==> src/rtl/sdr_seq_pkg.sv <==
package sdr_seq_pkg;

  typedef enum logic [3:0] {
    ST_PWR_WAIT,
    ST_CKE_UP,
    ST_PRE,
    ST_PRE_WAIT,
    ST_AREF_I,
    ST_AREF_I_WAIT,
    ST_MRS,
    ST_MRS_WAIT,
    ST_EMRS,
    ST_EMRS_WAIT,
    ST_IDLE,
    ST_AREF,
    ST_AREF_WAIT,
    ST_DPD_ENTER,
    ST_DPD
  } seq_state_e;

  // {cs_n, ras_n, cas_n, we_n}
  typedef enum logic [3:0] {
    CMD_LOADMODE = 4'b0000,
    CMD_AREF     = 4'b0001,
    CMD_PRE      = 4'b0010,
    CMD_DPD      = 4'b0110,
    CMD_NOP      = 4'b0111
  } sdr_cmd_e;

  function automatic int ns_to_clk(input int t_ns, input int clk_ns);
    return (t_ns + clk_ns - 1) / clk_ns;
  endfunction

  function automatic int floor2(input int v);
    return (v < 2) ? 2 : v;
  endfunction

  function automatic int max_of(input int a, input int b);
    return (a > b) ? a : b;
  endfunction

endpackage

==> src/rtl/sdr_wait_timer.sv <==
module sdr_wait_timer #(
  parameter int          W       = 8,
  parameter logic [W-1:0] RST_VAL = '0
) (
  input  logic         clk,
  input  logic         rst_n,
  input  logic         ld,
  input  logic [W-1:0] ld_val,
  output logic         done
);

  logic [W-1:0] cnt_q, cnt_d;

  always_comb begin
    cnt_d = cnt_q;
    if (ld)              cnt_d = ld_val;
    else if (cnt_q != '0) cnt_d = cnt_q - W'(1);
  end

  always_ff @(posedge clk or negedge rst_n) begin
    if (!rst_n) cnt_q <= RST_VAL;
    else        cnt_q <= cnt_d;
  end

  assign done = (cnt_q == '0);

endmodule

==> src/rtl/sdr_refresh_tracker.sv <==
module sdr_refresh_tracker #(
  parameter int REFI_CYC = 3120,
  parameter int MAX_PEND = 8
) (
  input  logic clk,
  input  logic rst_n,
  input  logic en,
  input  logic dec,
  output logic pend_nz,
  output logic drain
);

  localparam int IW = $clog2(REFI_CYC + 1);
  localparam int PW = $clog2(MAX_PEND + 1);

  logic [IW-1:0] ival_q, ival_d;
  logic [PW-1:0] pend_q, pend_d;
  logic          drain_q, drain_d;
  logic          tick;

  assign tick = en && (ival_q == IW'(REFI_CYC - 1));

  always_comb begin
    ival_d  = ival_q;
    pend_d  = pend_q;
    drain_d = drain_q;
    if (!en) begin
      ival_d  = '0;
      pend_d  = '0;
      drain_d = 1'b0;
    end else begin
      ival_d = tick ? '0 : ival_q + IW'(1);
      case ({tick, dec})
        2'b10:   if (pend_q != PW'(MAX_PEND)) pend_d = pend_q + PW'(1);
        2'b01:   pend_d = pend_q - PW'(1);
        default: pend_d = pend_q;
      endcase
      if (pend_q == PW'(MAX_PEND)) drain_d = 1'b1;
      else if (pend_q == '0)       drain_d = 1'b0;
    end
  end

  always_ff @(posedge clk or negedge rst_n) begin
    if (!rst_n) begin
      ival_q  <= '0;
      pend_q  <= '0;
      drain_q <= 1'b0;
    end else begin
      ival_q  <= ival_d;
      pend_q  <= pend_d;
      drain_q <= drain_d;
    end
  end

  assign pend_nz = (pend_q != '0);
  assign drain   = (drain_q || (pend_q == PW'(MAX_PEND))) && pend_nz;

  // owed count never passes its ceiling
  a_r5_pend_bounded: assert property (@(posedge clk) disable iff (!rst_n)
    pend_q <= PW'(MAX_PEND));

  // at the ceiling a further tick does not wrap the count
  a_r5_pend_saturates: assert property (@(posedge clk) disable iff (!rst_n)
    (en && pend_q == PW'(MAX_PEND) && !dec) |=> (pend_q == PW'(MAX_PEND)));

  // a refresh is only retired when one is owed
  a_r7_dec_needs_pend: assert property (@(posedge clk) disable iff (!rst_n)
    dec |-> pend_nz);

endmodule

==> src/rtl/sdram_init_refresh_seq.sv <==
module sdram_init_refresh_seq
  import sdr_seq_pkg::*;
#(
  parameter int                 CLK_NS       = 5,
  parameter int                 T_PWRUP_NS   = 200000,
  parameter int                 T_RP_NS      = 15,
  parameter int                 T_RFC_NS     = 55,
  parameter int                 T_MRD_CLK    = 2,
  parameter int                 T_REFI_NS    = 15600,
  parameter int                 MAX_POSTPONE = 8,
  parameter int                 INIT_AREFS   = 2,
  parameter int                 BA_W         = 2,
  parameter int                 ADDR_W       = 12,
  parameter int                 AP_BIT       = 10,
  parameter logic [ADDR_W-1:0]  MODE_KEY     = 12'h032,
  parameter logic [ADDR_W-1:0]  EXT_KEY      = 12'h000
) (
  input  logic              clk,
  input  logic              rst_n,
  input  logic              ref_gnt,
  input  logic              dpd_req,
  output logic              cke,
  output logic              cs_n,
  output logic              ras_n,
  output logic              cas_n,
  output logic              we_n,
  output logic [BA_W-1:0]   ba,
  output logic [ADDR_W-1:0] addr,
  output logic              init_done,
  output logic              ref_req
);

  localparam int PU_CYC   = ns_to_clk(T_PWRUP_NS, CLK_NS);
  localparam int RP_CYC   = floor2(ns_to_clk(T_RP_NS, CLK_NS));
  localparam int RFC_CYC  = floor2(ns_to_clk(T_RFC_NS, CLK_NS));
  localparam int MRD_CYC  = floor2(T_MRD_CLK);
  localparam int REFI_CYC = ns_to_clk(T_REFI_NS, CLK_NS);
  localparam int TMR_MAX  = max_of(max_of(PU_CYC, RP_CYC), max_of(RFC_CYC, MRD_CYC));
  localparam int TMR_W    = $clog2(TMR_MAX + 1);
  localparam int ACW      = $clog2(INIT_AREFS + 1);
  localparam logic [BA_W-1:0] EXT_BA = BA_W'(2);

  seq_state_e       state_q, state_d;
  logic             wake_q, wake_d;
  logic [ACW-1:0]   acnt_q, acnt_d;
  logic             tmr_ld;
  logic [TMR_W-1:0] tmr_val;
  logic             tmr_done;
  logic             pend_nz;
  logic             drain;
  logic             aref_issue;
  sdr_cmd_e         cmd;

  sdr_wait_timer #(
    .W       (TMR_W),
    .RST_VAL (TMR_W'(PU_CYC - 1))
  ) u_timer (
    .clk    (clk),
    .rst_n  (rst_n),
    .ld     (tmr_ld),
    .ld_val (tmr_val),
    .done   (tmr_done)
  );

  assign aref_issue = (state_q == ST_AREF);

  sdr_refresh_tracker #(
    .REFI_CYC (REFI_CYC),
    .MAX_PEND (MAX_POSTPONE)
  ) u_tracker (
    .clk     (clk),
    .rst_n   (rst_n),
    .en      (init_done),
    .dec     (aref_issue),
    .pend_nz (pend_nz),
    .drain   (drain)
  );

  // next-state logic
  always_comb begin
    state_d = state_q;
    wake_d  = wake_q;
    acnt_d  = acnt_q;
    tmr_ld  = 1'b0;
    tmr_val = '0;
    case (state_q)
      ST_PWR_WAIT:    if (tmr_done) state_d = ST_CKE_UP;
      ST_CKE_UP: begin
        wake_d  = 1'b0;
        state_d = ST_PRE;
      end
      ST_PRE: begin
        tmr_ld  = 1'b1;
        tmr_val = TMR_W'(RP_CYC - 2);
        acnt_d  = '0;
        state_d = ST_PRE_WAIT;
      end
      ST_PRE_WAIT:    if (tmr_done) state_d = ST_AREF_I;
      ST_AREF_I: begin
        tmr_ld  = 1'b1;
        tmr_val = TMR_W'(RFC_CYC - 2);
        state_d = ST_AREF_I_WAIT;
      end
      ST_AREF_I_WAIT: if (tmr_done) begin
        if (acnt_q == ACW'(INIT_AREFS - 1)) state_d = ST_MRS;
        else begin
          acnt_d  = acnt_q + ACW'(1);
          state_d = ST_AREF_I;
        end
      end
      ST_MRS: begin
        tmr_ld  = 1'b1;
        tmr_val = TMR_W'(MRD_CYC - 2);
        state_d = ST_MRS_WAIT;
      end
      ST_MRS_WAIT:    if (tmr_done) state_d = ST_EMRS;
      ST_EMRS: begin
        tmr_ld  = 1'b1;
        tmr_val = TMR_W'(MRD_CYC - 2);
        state_d = ST_EMRS_WAIT;
      end
      ST_EMRS_WAIT:   if (tmr_done) state_d = ST_IDLE;
      ST_IDLE: begin
        if (drain) begin
          if (ref_gnt && pend_nz) state_d = ST_AREF;
        end else if (dpd_req) begin
          state_d = ST_DPD_ENTER;
        end else if (ref_gnt && pend_nz) begin
          state_d = ST_AREF;
        end
      end
      ST_AREF: begin
        tmr_ld  = 1'b1;
        tmr_val = TMR_W'(RFC_CYC - 2);
        state_d = ST_AREF_WAIT;
      end
      ST_AREF_WAIT:   if (tmr_done) state_d = ST_IDLE;
      ST_DPD_ENTER:   state_d = ST_DPD;
      ST_DPD: if (!dpd_req) begin
        tmr_ld  = 1'b1;
        tmr_val = TMR_W'(PU_CYC - 1);
        wake_d  = 1'b1;
        state_d = ST_PWR_WAIT;
      end
      default:        state_d = ST_PWR_WAIT;
    endcase
  end

  always_ff @(posedge clk or negedge rst_n) begin
    if (!rst_n) begin
      state_q <= ST_PWR_WAIT;
      wake_q  <= 1'b0;
      acnt_q  <= '0;
    end else begin
      state_q <= state_d;
      wake_q  <= wake_d;
      acnt_q  <= acnt_d;
    end
  end

  // command and pin decode
  always_comb begin
    cmd  = CMD_NOP;
    ba   = '0;
    addr = '0;
    case (state_q)
      ST_PRE: begin
        cmd          = CMD_PRE;
        addr[AP_BIT] = 1'b1;
      end
      ST_AREF_I, ST_AREF: cmd = CMD_AREF;
      ST_MRS: begin
        cmd  = CMD_LOADMODE;
        addr = MODE_KEY;
      end
      ST_EMRS: begin
        cmd  = CMD_LOADMODE;
        ba   = EXT_BA;
        addr = EXT_KEY;
      end
      ST_DPD_ENTER: cmd = CMD_DPD;
      default: ;
    endcase
  end

  assign {cs_n, ras_n, cas_n, we_n} = 4'(cmd);
  assign cke       = !((state_q == ST_PWR_WAIT && !wake_q) ||
                       state_q == ST_DPD_ENTER || state_q == ST_DPD);
  assign init_done = (state_q == ST_IDLE) || (state_q == ST_AREF) ||
                     (state_q == ST_AREF_WAIT);
  assign ref_req   = init_done && pend_nz;

  // nothing but NOP or power-down entry while cke is low
  a_r1_quiet_cke_low: assert property (@(posedge clk) disable iff (!rst_n)
    !cke |-> (cmd == CMD_NOP || cmd == CMD_DPD));

  // a mode load is always followed by a NOP cycle
  a_r4_load_gap: assert property (@(posedge clk) disable iff (!rst_n)
    (cmd == CMD_LOADMODE) |=> (cmd == CMD_NOP));

  // a run-time auto refresh only when one is owed
  a_r6_aref_owed: assert property (@(posedge clk) disable iff (!rst_n)
    (cmd == CMD_AREF && init_done) |-> pend_nz);

  // tRFC window opens with NOP
  a_r7_aref_gap: assert property (@(posedge clk) disable iff (!rst_n)
    (cmd == CMD_AREF) |=> (cmd == CMD_NOP));

  // draining blocks power-down entry
  a_r8_drain_blocks_dpd: assert property (@(posedge clk) disable iff (!rst_n)
    (drain && init_done) |=> (cmd != CMD_DPD));

  // power-down entry carries cke low
  a_r9_dpd_cke_low: assert property (@(posedge clk) disable iff (!rst_n)
    (cmd == CMD_DPD) |-> !cke);

endmodule

==> config.mk <==
export PLATFORM = sky130hd
export DESIGN_NAME = sdram_init_refresh_seq
export DESIGN_NICKNAME = d
export VERILOG_FILES = /design/src/rtl/sdr_seq_pkg.sv /design/src/rtl/sdr_wait_timer.sv /design/src/rtl/sdr_refresh_tracker.sv /design/src/rtl/sdram_init_refresh_seq.sv
export SDC_FILE = /design/constraint.sdc
export NUM_CORES = 1
export LEC_CHECK = 0
export CAP_MARGIN = 10
export CORE_MARGIN = 1
export CORE_UTILIZATION = 24
export DETAILED_ROUTE_END_ITERATION = 12
export SLEW_MARGIN = 5
export SYNTH_ARGS = -nofsm -noshare
export SYNTH_HDL_FRONTEND = slang
export SYNTH_SLANG_ARGS = --single-unit
==> constraint.sdc <==
create_clock -name clk -period 6.15 [get_ports clk]
set_input_delay 1.23 -clock clk [delete_from_list [all_inputs] [get_ports clk]]
set_output_delay 1.23 -clock clk [all_outputs]
set_load 0.005 [all_outputs]
==> flow_metrics.env, run 1 <==
export IMPL_outcome="completed"
export IMPL_critical_path_class="reg -> out"
export IMPL_cts_setup_buffers=0
export IMPL_synthTopCellsByArea="dfrtp_1 (28%), dfstp_2 (9.9%), nor2_1 (6.7%)"
export IMPL_synth_top_area_cell="dfrtp_1"
export IMPL_grt_pass1_vias=1924
export IMPL_cts_buffer_depth=2
export IMPL_yosysWarnings=0
export IMPL_slew_violations=0
export IMPL_die_h_um=107
export IMPL_ff2ff_setup_slack_ns=3.69
export IMPL_met2_length_um=2530
export IMPL_cts_sinks=40
export IMPL_cp_data_arrival_time_ns=2.49
export IMPL_grt_antenna_before_repair=0
export IMPL_tightest_slew_ns=0.938
export IMPL_synthCells=299
export IMPL_skew_ns=0.00724
export IMPL_io_buffers=14
export IMPL_die_area_um2=11500
export IMPL_via_count=2092
export IMPL_grt_max_degree=41
export IMPL_area_growth_pct=10.9
export IMPL_post_cts_resize_count=0
export IMPL_initial_core_util_pct=25.2
export IMPL_p_leak_nw=1.18
export IMPL_cp_num_buf_inv=1
export IMPL_rsz0062_at_grt="no"
export IMPL_power_internal_uw=701
export IMPL_clk_latency_ns=0.29
export IMPL_ant_nets=0
export IMPL_dp_final_hpwl_um=3920
export IMPL_cts_hold_buf=0
export IMPL_die_w_um=107
export IMPL_maxUsedRoutingLayer="met4"
export IMPL_fin_setup_tns_ns=0
export IMPL_gr_total_overflow=0
export IMPL_clk_pin_slew_worst_paths_ns=0.08
export IMPL_drtIter0Drc=150
export IMPL_synth_edf_count=0
export IMPL_rows=37
export IMPL_antennaDiodeCount=0
export IMPL_synth_seq_area_share_pct=38.3
export IMPL_clock_power_share_pct=14.1
export IMPL_async_flop_share_pct=100
export IMPL_synthFlopType="dfrtp_1"
export IMPL_hold_depth=1
export IMPL_syn_cell_area_um2=2650
export IMPL_clockRootBuffer="clkbuf_8"
export IMPL_fillers=1107
export IMPL_rr_endpoint="u_tracker.pend_q[2]"
export IMPL_holdCritStartpoint="acnt_q[0]"
export IMPL_r2r_start="u_tracker.ival_q[0]"
export IMPL_htree_levels=2
export IMPL_power_frac_seq_pct=38.0
export IMPL_nNetsFinal=315
export IMPL_holdPathEnd="acnt_q[0]"
export IMPL_hold_violations=0
export IMPL_crit_chain="nand2b_1, a21oi_1, a21oi_1, clkdlybuf4s50_1"
export IMPL_period_minus_slack_ns=3.72
export IMPL_syn_avg_cell_area_um2=8.85
export IMPL_critPathMaxFanout=22
export IMPL_ys_ff_latch=40
export IMPL_final_core_util_pct=27.9
export IMPL_met3_length_um=170
export IMPL_required_ns=4.92
export IMPL_yosysTopAreaCellShare_pct=28.4
export IMPL_first_pass_iters=5
export IMPL_endpoint_kind="output pin"
export IMPL_wl_met1_um=2790
export IMPL_drc=0
export IMPL_power_density_nw_per_um2=423
export IMPL_final_setup_viol_count=0
export IMPL_critPathMostFrequentCell="a21oi_1"
export IMPL_synth_cell_type_count=56
export IMPL_avgViaCountPerCell=4.73
export IMPL_place_gp_congestion=0.825
export IMPL_crit_path_top_delay_cell="dfrtp_1"
export IMPL_r2r_cells=11
export IMPL_cts_buffers=5
export IMPL_core_area_um2=10500
export IMPL_peakVddDrop_mv=0.262
export IMPL_p_sw_uw=541
export IMPL_max_stage_delay_ns=0.72
export IMPL_max_freq_mhz=269
export IMPL_cp_top_family="flip-flops"
export IMPL_drive_above_1_share_pct=10.1
export IMPL_slew_headroom_pct=37.5
export IMPL_p_sw_share_pct=43.6
export IMPL_crit_cells=4
export IMPL_drt_total_wl_um=5520
export IMPL_routedWlPerCell_um=12.5
export IMPL_start_kind="flop"
export IMPL_p_comb_share_pct=47.8
export IMPL_grt_pass1_wl_um=9390
export IMPL_multi_input_area_um2=1480
export IMPL_grt_usage_pct=10.1
export IMPL_max_cap_violations=0
export IMPL_io_pins=25
export IMPL_hp_class="reg -> reg"
export IMPL_seqCellArea_um2=1010
export IMPL_min_period_over_period_pct=60.5
export IMPL_cts_tree="built"
[worst register-to-register path, delay by kind of cell (launching register included)]
kind | cells | cell delay (ns)
AOI/OAI and AO/OA | 1 | 0.09
muxes | 1 | 0.26
xor gates and xnor gates | 1 | 0.17
DFF | 1 | 0.41
adders and majority gates | 2 | 0.43
and+or+nand+nor | 6 | 0.98
[synthesized netlist by cell type (2+ instances only)]
cell and n:
nor2_1 47, dfrtp_1 30, xor2_1 17, a21oi_1 16, nand2_1 15, inv_1 13
buf_4 12, o21ai_0 12, clkbuf_1 10, dfstp_2 10, mux2i_1 8, nand3_1 8
xnor2_1 8, nor2b_1 7, ha_1 6, nor3_1 6, a31oi_1 5, nand2b_1 5
nand4_1 5, and4_1 4, nor3b_1 4, nor4_1 4, o21ai_1 4, or3_1 3
a211oi_1 2, a31o_2 2, buf_2 2, nand3b_1 2, nor4_4 2, nor4b_1 2
o22a_1 2, o41ai_1 2
[cell type report]
type                            instances  area share [%]
Clock buffer                            5            2.34
Clock inverter                          3           0.639
Inverter                               13            1.66
Multi-Input combinational cell        231            50.4
Sequential cell                        40            34.5
Tap cell                              136            5.79
Timing Repair Buffer                   14            4.60
[placed cells by master (no fill, tap or decap), types with 2 or more instances in the layout]
master | Yosys | final
o21ai_0 | 12 | 12
nand2_1 | 15 | 15
clkinv_2 | 0 | 2
clkbuf_8 | 0 | 5
a21oi_1 | 16 | 16
nand3b_1 | 2 | 2
nor4_1 | 4 | 4
nand4_1 | 5 | 5
ha_1 | 6 | 6
dfrtp_1 | 30 | 30
mux2i_1 | 8 | 8
nor2_1 | 47 | 47
conb_1 | 1 | 10
or3_1 | 3 | 3
nor2b_1 | 7 | 7
dfstp_2 | 10 | 10
a31o_2 | 2 | 2
nor4b_1 | 2 | 2
a31oi_1 | 5 | 5
o22a_1 | 2 | 2
nor3_1 | 6 | 6
nor3b_1 | 4 | 4
xnor2_1 | 8 | 8
and4_1 | 4 | 4
clkdlybuf4s50_1 | 0 | 13
a211oi_1 | 2 | 2
nor4_4 | 2 | 2
xor2_1 | 17 | 17
inv_1 | 13 | 13
o41ai_1 | 2 | 2
o21ai_1 | 4 | 4
nand3_1 | 8 | 8
nand2b_1 | 5 | 5
[routing by layer]
| metal | vias up | GRT usage (%) |
|---|---|---|
| li1 | 1044 | - |
| met4 | 0 | 2.54 |
| met2 | 43 | 15.6 |
| met3 | 4 | 1.95 |
| met5 | - | 0 |
| met1 | 1001 | 14.3 |
[power by group through the flow]
| stage | clock network (mW) | logic, mW | registers (mW) |
|---|---|---|---|
| after floorplan | 0 | 0.500 | 0.408 |
| after global placement | 0 | 0.587 | 0.472 |
| after detailed placement | 0 | 0.591 | 0.475 |
| after CTS | 0.182 | 0.595 | 0.471 |
| after global routing | 0.193 | 0.661 | 0.487 |
| final | 0.176 | 0.594 | 0.472 |
[sequential cells by signal (all words and copies together) (netlist names)]
name and count:
u_tracker.pend_q 4, acnt_q 2, u_tracker.ival_q 12, wake_q 1, u_tracker.drain_q 1, state_q 4
u_timer.cnt_q 16
[cell families after synthesis]
family          after synthesis  share of synthesized area [%]
simple gates                125                           26.6
mux                           9                           3.45
buf+inv                      37                           7.04
compound gates               56                           13.4
fa+ha+maj                     6                           2.84
flops                        40                           38.3
other cells                   1                          0.142
xor+xnor                     25                           8.27
[through the flow]
step,hold WS (ns),setup slack [ns],cells,power [mW],area [µm²]
floorplan,0.448,3.50,308,0.908,2680
global placement,0.470,2.81,434,1.06,2850
detailed placement,0.475,2.81,434,1.07,2850
CTS,0.487,2.46,442,1.25,2940
global route,0.505,2.28,442,1.34,2940
finish,0.485,2.43,442,1.24,2940
[how the worst max path moves through the flow]
stage | slack [ns] | start | to
final | 2.43 | state_q[3] | ras_n
after global placement | 2.81 | state_q[3] | ras_n
after floorplan | 3.50 | state_q[2] | cke
after detailed placement | 2.81 | state_q[3] | ras_n
after global routing | 2.28 | state_q[3] | ras_n
after CTS | 2.46 | state_q[3] | ras_n
Power figures use the tool's default switching activity.
==> inputs of run 2 (changes only) <==
Clock period 6.15 ns to 3.2 ns, I/O delays scaled along.
==> run 2 against run 1 <==
Net effect:
- combinational power is 100% higher
- clock-buffer cell count is 2 higher
- setup slack worse by 2.2 ns
- non-clock buffer count is 4 higher
==> flow_metrics.env, run 2 (synthesis gave the netlist of run 1 again) <==
export IMPL_skew_ns=0.00702
export IMPL_layout_commonest_cell="nor2_1"
export IMPL_place_gp_congestion=0.847
export IMPL_area_growth_pct=12.3
export IMPL_min_period_over_period_pct=94.1
export IMPL_rsz0062_at_grt="no"
export IMPL_start_kind="flop"
export IMPL_hp_class="in -> async"
export IMPL_reg_largest_list="u_timer.cnt_q (16), u_tracker.ival_q (12)"
export IMPL_die_h_um=107
export IMPL_tightest_slew_ns=0.930
export IMPL_cp_top_family="flip-flops"
export IMPL_top_register="u_timer.cnt_q"
export IMPL_layout_common_cells="nor2_1 (47), dfrtp_1 (30), xor2_1 (17)"
export IMPL_peakVddDrop_mv=0.436
export IMPL_cts_buffers=5
export IMPL_critPathMaxFanout=20
export IMPL_endpoint_kind="output pin"
export IMPL_cts_hold_buf=0
export IMPL_final_setup_viol_count=0
export IMPL_hold_violations=0
export IMPL_drive_above_1_share_pct=11.0
export IMPL_io_pins=25
export IMPL_crit_chain="or3b_2, a21oi_1, a21oi_1, clkdlybuf4s50_1"
export IMPL_p_leak_nw=1.20
export IMPL_die_w_um=107
export IMPL_grt_pass1_vias=2053
export IMPL_required_ns=2.56
export IMPL_cp_num_buf_inv=1
export IMPL_outcome="completed"
export IMPL_drtIter0Drc=131
export IMPL_initial_core_util_pct=25.2
export IMPL_avgViaCountPerCell=4.86
export IMPL_dp_final_hpwl_um=4140
export IMPL_cts_sinks=40
export IMPL_nNetsFinal=319
export IMPL_cts_tree="built"
export IMPL_fin_setup_tns_ns=0
export IMPL_grt_usage_pct=10.5
export IMPL_final_core_util_pct=28.3
export IMPL_period_minus_slack_ns=3.01
export IMPL_io_buffers=14
export IMPL_rows=37
export IMPL_slew_violations=0
export IMPL_clockRootBuffer="clkbuf_8"
export IMPL_critPathMostFrequentCell="a21oi_1"
export IMPL_cp_data_arrival_time_ns=2.37
export IMPL_drt_total_wl_um=5710
export IMPL_max_cap_violations=0
export IMPL_antennaDiodeCount=0
export IMPL_cts_setup_buffers=0
export IMPL_slew_headroom_pct=38.0
export IMPL_critical_path_startpoint="state_q[1]"
export IMPL_first_pass_iters=4
export IMPL_routedWlPerCell_um=12.8
export IMPL_post_cts_resize_count=0
export IMPL_max_freq_mhz=332
export IMPL_grt_pass1_wl_um=9790
export IMPL_grt_antenna_before_repair=0
export IMPL_grt_max_degree=41
export IMPL_clk_latency_ns=0.29
export IMPL_drc=0
export IMPL_via_count=2168
export IMPL_clk_pin_slew_worst_paths_ns=0.08
export IMPL_largest_register_ffs=16
export IMPL_die_area_um2=11500
export IMPL_power_density_nw_per_um2=825
export IMPL_core_area_um2=10500
export IMPL_gr_total_overflow=0
export IMPL_htree_levels=2
export IMPL_ant_nets=0
export IMPL_critical_path_class="reg -> out"
export IMPL_max_stage_delay_ns=0.69
export IMPL_cts_buffer_depth=2
export IMPL_crit_path_top_delay_cell="dfrtp_1"
export IMPL_r2r_start="u_tracker.ival_q[0]"
-- run 2: report_power, final --
part	leakage, nW	switching, mW	internal (mW)
registers	0.515	0.202	0.676
logic	0.638	0.667	0.547
clock network	0.0445	0.184	0.175
total	1.20	1.05	1.40
-- run 2: worst paths after layout --
path | endpoint | slack [ns] | cells after the start
worst min-delay path | u_tracker.drain_q | 0.48 | 1
worst max-delay path | ras_n | 0.19 | 4
worst min register to register | acnt_q[0] | 0.49 | 1
min in group clk | acnt_q[0] | 0.49 | 1
worst max register to register | u_tracker.pend_q[2] | 0.72 | 10
max in group asynchronous | wake_q | 2.14 | 1
-- run 2: area by class of cell --
type | count | area, µm²
clock buffer | 7 | 86.3
clock inverter | 1 | 7.51
fill | 1094 | 7540
inverter | 13 | 48.8
multi-input combinational | 231 | 1480
sequential | 40 | 1010
tap | 136 | 170
timing repair buffer | 18 | 165
-- run 2: per-stage QoR --
step                      hold WS (ns)  area (µm²)  power, mW  setup slack (ns)  instances
final                            0.480        2970       2.45             0.188        446
after global routing             0.513        2970       2.66           0.00918        446
after CTS                        0.491        2970       2.46             0.207        446
after detailed placement         0.481        2880       2.09             0.565        438
after global placement           0.470        2880       2.06             0.597        438
after floorplan                  0.344        2680       1.74             0.941        308
-- run 2: per-layer routing --
metal | vias to the layer above | part of all wire, % | track usage (%)
met5 | - | 0 | 0
met4 | 0 | 1.3 | 3.03
met3 | 11 | 3.9 | 1.95
met2 | 51 | 45 | 16.7
met1 | 1058 | 49 | 14.5
li1 | 1048 | - | -
==> inputs of run 3 (changes only) <==
Settings changed: CORE_UTILIZATION 24 to 35, PLACE_DENSITY set to 0.67.
==> run 3 against run 2 <==
Net effect:
- flip-flop and latch count stayed put
- core utilization is 12 points higher
- sequential share of layout area is 0.76 points higher
- global-route usage is 5.1 points higher
- cell count is 8.7% lower
- first-iteration DRC count is 21% lower
- non-clock buffer count is 2 lower
- final area is 2.1% lower
- clock skew is 0.0022 ns higher
- via count is 2.0% lower
- setup slack better by 0.0035 ns
- worst hold slack worse by 0.022 ns
- critical endpoint unchanged
- largest cell class unchanged
- largest power group unchanged
- highest routed layer unchanged
==> flow_metrics.env, run 3 (synthesis gave the netlist of run 1 again) <==
export IMPL_htree_levels=2
export IMPL_cts_hold_buf=0
export IMPL_cts_buffer_depth=2
export IMPL_die_area_um2=7920
export IMPL_cts_sinks=40
export IMPL_core_area_um2=7290
export IMPL_r2r_start="u_tracker.ival_q[0]"
export IMPL_slew_headroom_pct=39.1
export IMPL_grt_pass1_wl_um=9520
export IMPL_grt_antenna_before_repair=0
export IMPL_peakVddDrop_mv=0.533
export IMPL_ff2ff_setup_slack_ns=0.74
export IMPL_clk_pin_slew_worst_paths_ns=0.08
export IMPL_final_core_util_pct=39.9
export IMPL_ant_nets=0
export IMPL_max_cap_violations=0
export IMPL_crit_path_top_delay_cell="dfrtp_1"
export IMPL_gr_total_overflow=0
export IMPL_period_minus_slack_ns=3.01
export IMPL_io_pins=25
export IMPL_preCtsSetupSlack_ns=0.515
export IMPL_drt_total_wl_um=5470
export IMPL_rows=31
export IMPL_start_kind="flop"
export IMPL_critPathMostFrequentCell="a21oi_1"
export IMPL_rsz0062_at_grt="no"
export IMPL_whs_ns=0.458
export IMPL_r2r_cells=10
export IMPL_reg_largest_list="u_timer.cnt_q (16), u_tracker.ival_q (12)"
export IMPL_fin_setup_tns_ns=0
export IMPL_final_instance_count_excl_fill=407
export IMPL_tightest_slew_ns=0.914
export IMPL_avgViaCountPerCell=5.22
export IMPL_place_area_um2=2820
export IMPL_critical_path_class="reg -> out"
export IMPL_clk_latency_ns=0.30
export IMPL_initial_core_util_pct=36.3
export IMPL_clockRootBuffer="clkbuf_8"
export IMPL_drc=0
export IMPL_slew_violations=0
export IMPL_place_gp_congestion=0.906
export IMPL_power_density_nw_per_um2=837
export IMPL_routedWlPerCell_um=13.4
export IMPL_setup_ws_ns=0.191
export IMPL_outcome="completed"
export IMPL_min_period_over_period_pct=94.0
export IMPL_antennaDiodeCount=0
export IMPL_top_register="u_timer.cnt_q"
export IMPL_die_w_um=89.0
export IMPL_grt_usage_pct=15.6
export IMPL_area_growth_pct=9.97
export IMPL_max_freq_mhz=332
export IMPL_cp_data_arrival_time_ns=2.37
export IMPL_p_total_mw=2.44
export IMPL_cts_tree="built"
export IMPL_stdcell_area_um2=2910
export IMPL_largest_register_ffs=16
export IMPL_layout_commonest_cell="nor2_1"
export IMPL_drive_above_1_share_pct=11.0
export IMPL_required_ns=2.56
export IMPL_crit_chain="or3b_2, a21oi_1, a21oi_1, clkdlybuf4s50_1"
export IMPL_grt_pass1_vias=2035
export IMPL_grt_max_degree=41
export IMPL_hp_class="in -> async"
export IMPL_fillers=761
export IMPL_final_setup_viol_count=0
export IMPL_rr_endpoint="u_tracker.pend_q[2]"
export IMPL_place_inst=399
export IMPL_layout_common_cells="nor2_1 (47), dfrtp_1 (29), xor2_1 (17)"
export IMPL_p_leak_nw=1.19
export IMPL_endpoint_kind="output pin"
export IMPL_hold_violations=0
export IMPL_nNetsFinal=317
export IMPL_die_h_um=89.0
export IMPL_first_pass_iters=4
export IMPL_dp_final_hpwl_um=3890
export IMPL_critPathMaxFanout=20
export IMPL_skew_ns=0.00926
export IMPL_drtIter0Drc=104
export IMPL_cts_buffers=5
export IMPL_via_count=2125
export IMPL_io_buffers=14
export IMPL_max_stage_delay_ns=0.68
==> run 3: changes by cell type in the layout (fill, tap and decap cells not counted) <==
| cell | delta |
|---|---|
| buf_4 | -2 |
| clkinv_2 | +2 |
| clkbuf_1 | -1 |
| clkinvlp_4 | -1 |
| dfrtp_1 | -1 |
| dfrtp_2 | +1 |
==> run 3: report_power, final <==
group,switching (mW),total [mW],internal [mW]
Clock,0.183,0.355,0.172
Sequential,0.227,0.904,0.677
Combinational,0.641,1.18,0.537
==> run 3: layout make-up <==
class | instances | area (µm²) | area share, %
Timing Repair Buffer | 16 | 150 | 5.16
Inverter | 13 | 48.8 | 1.68
Multi-Input combinational cell | 231 | 1480 | 50.9
Clock inverter | 2 | 10.0 | 0.344
Clock buffer | 6 | 82.6 | 2.84
Tap cell | 99 | 124 | 4.25
Sequential cell | 40 | 1010 | 34.9
==> run 3: critical path, delay by kind of cell, from the launching register on <==
family | cells | cell delay (ns)
AO/OA/AOI/OAI | 2 | 0.54
buffers and inverters | 1 | 0.60
flip-flops | 1 | 0.68
AND/OR/NAND/NOR | 1 | 0.26
==> run 3: worst max path at each step <==
stage	from	end	slack, ns
global route	state_q[1]	ras_n	0.08
global placement	state_q[3]	ras_n	0.57
detailed placement	state_q[3]	ras_n	0.51
CTS	state_q[3]	ras_n	0.16
floorplan	u_tracker.ival_q[0]	u_tracker.pend_q[2]	0.94
finish	state_q[1]	ras_n	0.19
==> run 3: what timing repair did <==
action,in CTS,in global routing
gates resized for setup,0,1
endpoints found under the setup margin,0,1
setup buffers,0,0
==> run 3: routing by layer <==
| layer | track usage, % | part of all wire (%) |
|---|---|---|
| met4 | 5.48 | 1.7 |
| met2 | 25.2 | 46 |
| met3 | 2.77 | 3.5 |
| met5 | 0 | 0 |
| met1 | 21.2 | 48 |
